**config.mk**
```make
export PLATFORM = sky130hd
export DESIGN_NAME = preg_guard_top
export DESIGN_NICKNAME = d
export VERILOG_FILES = /design/src/rtl/preg_guard_pkg.sv /design/src/rtl/preg_lock_ctrl.sv /design/src/rtl/preg_ctl_datapath.sv /design/src/rtl/preg_guard_top.sv
export SDC_FILE = /design/constraint.sdc
export NUM_CORES = 1
export LEC_CHECK = 0
export ABC_CLOCK_PERIOD_IN_PS = 3400
export BUFFER_PORTS_ARGS = -buffer_cell sky130_fd_sc_hd__clkbuf_2
export CAP_MARGIN = 15
export CORE_ASPECT_RATIO = 1.25
export CORE_MARGIN = 10
export CORE_UTILIZATION = 50
export CTS_CLUSTER_SIZE = 24
export DETAILED_ROUTE_END_ITERATION = 8
export GPL_TIMING_DRIVEN = 1
export PLACE_DENSITY_LB_ADDON = 0.05
export RECOVER_POWER = 25
export SKIP_CTS_REPAIR_TIMING = 1
export SYNTH_ARGS = -nofsm -noshare
export SYNTH_HDL_FRONTEND = slang
export SYNTH_HIERARCHICAL = 1
export SYNTH_SLANG_ARGS = --single-unit
```
**constraint.sdc**
```tcl
create_clock -name clk -period 3.4 [get_ports clk]
set_input_delay 0.34 -clock clk [delete_from_list [all_inputs] [get_ports clk]]
set_output_delay 0.34 -clock clk [all_outputs]
set_load 0.1 [all_outputs]
```
**src/rtl/preg_guard_pkg.sv**
```systemverilog
package preg_guard_pkg;
  localparam int ADDR_W   = 8;
  localparam int DATA_W   = 8;
  localparam int NUM_CH   = 2;
  localparam int CH_W     = (NUM_CH > 1) ? $clog2(NUM_CH) : 1;
  localparam int KEY_LEN  = 4;
  localparam int STEP_W   = $clog2(KEY_LEN);
  localparam int KEY_ADDR = 87;
  localparam int CTL_ADDR = 124;
  localparam int GATE_BIT = 7;
  localparam int FORCE_BIT = 6;

  // key bytes in the order they must arrive
  function automatic logic [DATA_W-1:0] keyByte(input logic [STEP_W-1:0] idx);
    case (idx)
      STEP_W'(0): keyByte = DATA_W'(8'h02);
      STEP_W'(1): keyByte = DATA_W'(8'h06);
      STEP_W'(2): keyByte = DATA_W'(8'h0C);
      default:    keyByte = DATA_W'(8'h00);
    endcase
  endfunction

  // strobes from the guard control toward the register datapath
  typedef struct packed {
    logic              ctlWr;
    logic [CH_W-1:0]   ctlChan;
    logic [DATA_W-1:0] ctlData;
  } ctl_stb_t;
endpackage

```
**src/rtl/preg_lock_ctrl.sv**
```systemverilog
module preg_lock_ctrl
  import preg_guard_pkg::*;
(
  input  logic              clk,
  input  logic              rstN,
  input  logic              wrEn,
  input  logic [ADDR_W-1:0] wrAddr,
  input  logic [DATA_W-1:0] wrData,
  input  logic [CH_W-1:0]   wrChan,
  output logic              unlocked,
  output ctl_stb_t          stb
);
  localparam logic [STEP_W-1:0] LAST_STEP = STEP_W'(KEY_LEN - 1);

  logic [STEP_W-1:0] keyStep;
  logic              unlockedQ;
  logic              keyHit;
  logic              keyMatch;
  logic              keyRestart;

  assign keyHit     = wrEn && (wrAddr == ADDR_W'(KEY_ADDR));
  assign keyMatch   = (wrData == keyByte(keyStep));
  assign keyRestart = (wrData == keyByte(STEP_W'(0)));

  always_ff @(posedge clk) begin
    if (!rstN) begin
      keyStep   <= '0;
      unlockedQ <= 1'b0;
    end else if (keyHit) begin
      if (keyMatch) begin
        if (keyStep == LAST_STEP) begin
          keyStep   <= '0;
          unlockedQ <= ~unlockedQ;
        end else begin
          keyStep <= keyStep + STEP_W'(1);
        end
      end else begin
        keyStep <= keyRestart ? STEP_W'(1) : STEP_W'(0);
      end
    end
  end

  assign unlocked    = unlockedQ;
  assign stb.ctlWr   = wrEn && (wrAddr == ADDR_W'(CTL_ADDR)) && unlockedQ;
  assign stb.ctlChan = wrChan;
  assign stb.ctlData = wrData;

  // non-key traffic leaves matcher progress alone
  p_step_hold_r7: assert property (@(posedge clk) disable iff (!rstN)
    !keyHit |=> $stable(keyStep));
  // lock only moves on key-address writes
  p_lock_hold_r7: assert property (@(posedge clk) disable iff (!rstN)
    !keyHit |=> $stable(unlockedQ));
  // final correct byte flips the lock
  p_toggle_r2: assert property (@(posedge clk) disable iff (!rstN)
    (keyHit && keyMatch && keyStep == LAST_STEP) |=> (unlockedQ != $past(unlockedQ)));
  // a wrong byte equal to the first key byte lands on step one
  p_restart_r6: assert property (@(posedge clk) disable iff (!rstN)
    (keyHit && !keyMatch && keyRestart) |=> (keyStep == STEP_W'(1)));
endmodule

```
**src/rtl/preg_ctl_datapath.sv**
```systemverilog
module preg_ctl_datapath
  import preg_guard_pkg::*;
(
  input  logic                     clk,
  input  logic                     rstN,
  input  ctl_stb_t                 stb,
  output logic [NUM_CH*DATA_W-1:0] ctlRegOut,
  output logic [NUM_CH-1:0]        filtClkOn,
  output logic [NUM_CH-1:0]        txPathOn,
  output logic [NUM_CH-1:0]        coefLoadEn
);
  logic [DATA_W-1:0] ctlQ [NUM_CH];

  for (genvar ch = 0; ch < NUM_CH; ch++) begin : g_chan
    logic selHere;
    assign selHere = stb.ctlWr && (stb.ctlChan == CH_W'(ch));

    always_ff @(posedge clk) begin
      if (!rstN)        ctlQ[ch] <= '0;
      else if (selHere) ctlQ[ch] <= stb.ctlData;
    end

    assign ctlRegOut[ch*DATA_W +: DATA_W] = ctlQ[ch];
    assign filtClkOn[ch]  = ctlQ[ch][FORCE_BIT];
    assign txPathOn[ch]   = ctlQ[ch][GATE_BIT] & ctlQ[ch][FORCE_BIT];
    assign coefLoadEn[ch] = ctlQ[ch][GATE_BIT] & ~ctlQ[ch][FORCE_BIT];

    // a write aimed at another channel leaves this one alone
    p_chan_iso_r5: assert property (@(posedge clk) disable iff (!rstN)
      (stb.ctlWr && stb.ctlChan != CH_W'(ch)) |=> $stable(ctlQ[ch]));
  end
endmodule

```
**src/rtl/preg_guard_top.sv**
```systemverilog
module preg_guard_top
  import preg_guard_pkg::*;
(
  input  logic                     clk,
  input  logic                     rstN,
  input  logic                     wrEn,
  input  logic [ADDR_W-1:0]        wrAddr,
  input  logic [DATA_W-1:0]        wrData,
  input  logic [CH_W-1:0]          wrChan,
  output logic                     unlocked,
  output logic [NUM_CH*DATA_W-1:0] ctlRegOut,
  output logic [NUM_CH-1:0]        filtClkOn,
  output logic [NUM_CH-1:0]        txPathOn,
  output logic [NUM_CH-1:0]        coefLoadEn
);
  ctl_stb_t stb;

  preg_lock_ctrl u_ctrl (
    .clk(clk), .rstN(rstN), .wrEn(wrEn), .wrAddr(wrAddr),
    .wrData(wrData), .wrChan(wrChan), .unlocked(unlocked), .stb(stb)
  );

  preg_ctl_datapath u_dp (
    .clk(clk), .rstN(rstN), .stb(stb), .ctlRegOut(ctlRegOut),
    .filtClkOn(filtClkOn), .txPathOn(txPathOn), .coefLoadEn(coefLoadEn)
  );

  // guarded register frozen when written while closed
  p_locked_drop_r4: assert property (@(posedge clk) disable iff (!rstN)
    (wrEn && wrAddr == ADDR_W'(CTL_ADDR) && !unlocked) |=> $stable(ctlRegOut));
  // reset leaves guard closed and registers cleared
  p_reset_state_r1: assert property (@(posedge clk)
    !rstN |=> (!unlocked && ctlRegOut == '0));
endmodule

```
==> flow_metrics.tcl <==
set metrics [dict create \
    status "finished clean" \
    p_leak_uw 0.000501 \
    grt_pass1_vias 890 \
    synth_edf_count 16 \
    swShare_pct 32.1 \
    fin_crit_sh_pct 54.5 \
    clkLatencyLatePin_ps 290 \
    synth_area_leaders "edfxtp_1 (47%), buf_4 (8.8%), nor2_1 (8.1%), dfxtp_1 (5.9%), ha_1 (4.9%)" \
    nets 160 \
    synth_top_area_share_pct 46.9 \
    drcViolationCount 0 \
    clock_sinks 19 \
    critPathCaptureType "primary output" \
    cpPeakStageDelay_ps 870 \
    p_seq_share_pct 55.1 \
    synth.most_common_cell "nor2_1" \
    power_frac_clock_pct 23.3 \
    min_period_ps 1850 \
    vias 801 \
    syn_area_um2 1020 \
    cts_made_buffers 3 \
    clock-skew-final_ps 0.795 \
    ctsLongestPathBuffers 2 \
    ys.flop_type "edfxtp_1" \
    dp_cells 151 \
    hold_viol 0 \
    port_buffers 42 \
    grt_pass1_wl_mm 3.72 \
    clkSlewWorstSetupHoldPaths_ps 100 \
    track_usage_pct 11.0 \
    ys_ff_latch 19 \
    areaGrowthSynthToFinish_pct 15.4 \
    die_area_um2 4270 \
    ir_drop_mv 0.201 \
    h-tree-depth 1 \
    first_pass_iters 5 \
    fin_cells 155 \
    routabilityCongestion 0.779 \
    core-area_um2 1960 \
    path_cells "clkbuf_1" \
    layout_setup_ws_ps 1550 \
    r2r_slack_ps 1600 \
    avgSynthCellArea_um2 10.1 \
    rsz0062_at_grt "no" \
    reg2reg_from "u_ctrl/keyStep[0]$_SDFFE_PN0P_" \
    num_rows 18 \
    via_per_inst 5.17 \
    slew_violations 0 \
    worstReg2RegEnd "u_ctrl/unlocked$_SDFFE_PN0P_" \
    maxCapViolCount 0 \
    path_buf_inv 1 \
    hp-start "rstN" \
    routedWlPerCell_um 14.9 \
    initial_core_util_pct 52.2 \
    antenna_cells 0 \
    p_int_uw 320 \
    min_path_cells 3 \
    yosys_warnings 6 \
    criticalPathCategory "reg -> out" \
    syn_inst 101 \
    r2r_cells 6 \
    max_freq_mhz 540 \
    antenna_found_initial 0 \
    drive_above_1_share_pct 28.9 \
    drtAntennaViolNets 0 \
    min_to "u_ctrl/keyStep[1]$_SDFFE_PN0P_" \
    p_per_area_nw_per_um2 400 \
    ys_seq_area_share_pct 52.8 \
    dpl.hpwl_mm 2.00 \
    maxSlewHeadroom_pct 21.8 \
    hp-class "in -> reg" \
    worst_pin_slew_ps 1180 \
    netlist_top_cells_count "nor2_1 (22), edfxtp_1 (16), nand2_1 (13), buf_4 (12)" \
    yosysTopAreaCell "edfxtp_1" \
    path_delay_family "buffers and inverters" \
    dieWidth_um 60.5 \
    cp_slowest_cell "clkbuf_1" \
    power_switching_uw 152 \
    pre_cts_ws_ps 1530 \
    setup.worst_path.start_class "flip-flop" \
    drt_iter0_markers 11 \
    arrival_ps 1510 \
    grt_overflow 0 \
    p_comb_share_pct 21.5 \
    synthArstFlopShare_pct 0 \
    tns_ps 0 \
    cts_tree "built" \
    synth_fp_nets 125 \
    design.portCount 43 \
    finalSetupViolCount 0 \
    grt_max_degree 11 \
    synth_cell_types 25 \
    wirelength_mm 2.31 \
    cts-root-buf "clkbuf_4" \
    crit_path_max_fanout 1 \
    die_h_um 70.6 \
    critPathRequiredTime_ps 3060 \
]
==> state kept, by name, indices dropped and copies added (netlist names) <==
signal	cells
u_ctrl/unlocked	1
u_ctrl/keyStep	2
u_dp/ctlQ	16
==> per-stage QoR <==
step / area (µm²) / hold WS, ps / utilization [%] / total power, µW
2_1_floorplan: 1020 / 472 / - / 353
3_3_place_gp: 1160 / 481 / 59.5 / 368
3_5_place_dp: 1160 / 496 / 59.5 / 369
4_1_cts: 1190 / 364 / 60.8 / 479
5_1_grt: 1180 / 388 / 60.3 / 494
6_report: 1180 / 375 / 60.3 / 472
==> power groups by stage <==
stage	clock (µW)	sequential [µW]	combinational, µW
floorplan	0	315	37.6
global route	126	261	107
CTS	115	261	103
global placement	0	266	102
detailed placement	0	266	103
finish	110	260	102
==> metal layers <==
| layer | part of all wire, % | global-route usage, % | vias to the layer above |
|---|---|---|---|
| li1 | - | - | 402 |
| met1 | 34 | 9.67 | 370 |
| met2 | 56 | 21.4 | 27 |
| met4 | 0.39 | 3.67 | 0 |
| met3 | 9.6 | 3.93 | 2 |
| met5 | 0 | 0 | - |
==> kinds of logic (layout without fill, tap and decap cells) <==
logic type	Yosys count	after routing	share of synthesized area, %
adder cells (fa/ha/maj)	4	4	4.89
AO/OA/AOI/OAI	7	7	4.89
buffers and inverters	17	51	11.4
AND/OR/NAND/NOR	51	51	23.4
XOR/XNOR	2	2	1.71
flip-flops	19	19	52.8
multiplexers	1	1	0.978
==> worst max-delay path by stage <==
stage / start / end / slack (ps) / cells after the start
3_5_place_dp: wrAddr[7] / u_dp/ctlQ[1][6]$_SDFFCE_PN0P_ / 1530 / 6
4_1_cts: u_ctrl/keyStep[0]$_SDFFE_PN0P_ / u_ctrl/unlocked$_SDFFE_PN0P_ / 1580 / 6
2_1_floorplan: u_dp/ctlQ[0][7]$_SDFFCE_PN0P_ / coefLoadEn[0] / 680 / 1
6_report: u_dp/ctlQ[0][3]$_SDFFCE_PN0P_ / ctlRegOut[3] / 1550 / 1
3_3_place_gp: wrAddr[7] / u_dp/ctlQ[1][6]$_SDFFCE_PN0P_ / 1590 / 6
5_1_grt: u_ctrl/keyStep[0]$_SDFFE_PN0P_ / u_ctrl/unlocked$_SDFFE_PN0P_ / 1490 / 6
==> final cells by class <==
type,instances,area (µm²)
clock buffer,4,26.3
sequential,19,541
multi-input combinational,65,367
inverter,4,15.0
tap,20,25.0
timing repair buffer,43,208
fill,186,778
==> cell usage in the layout (no fill, tap or decap), types with 3 or more instances in the layout <==
master,instances
edfxtp_1,16
clkbuf_2,34
ha_1,4
o21ai_0,3
nand2b_1,3
nor2_1,22
inv_1,4
dfxtp_1,3
nand4_1,3
clkbuf_4,3
nand2_1,13
clkbuf_1,9
Power figures use the tool's default switching activity.
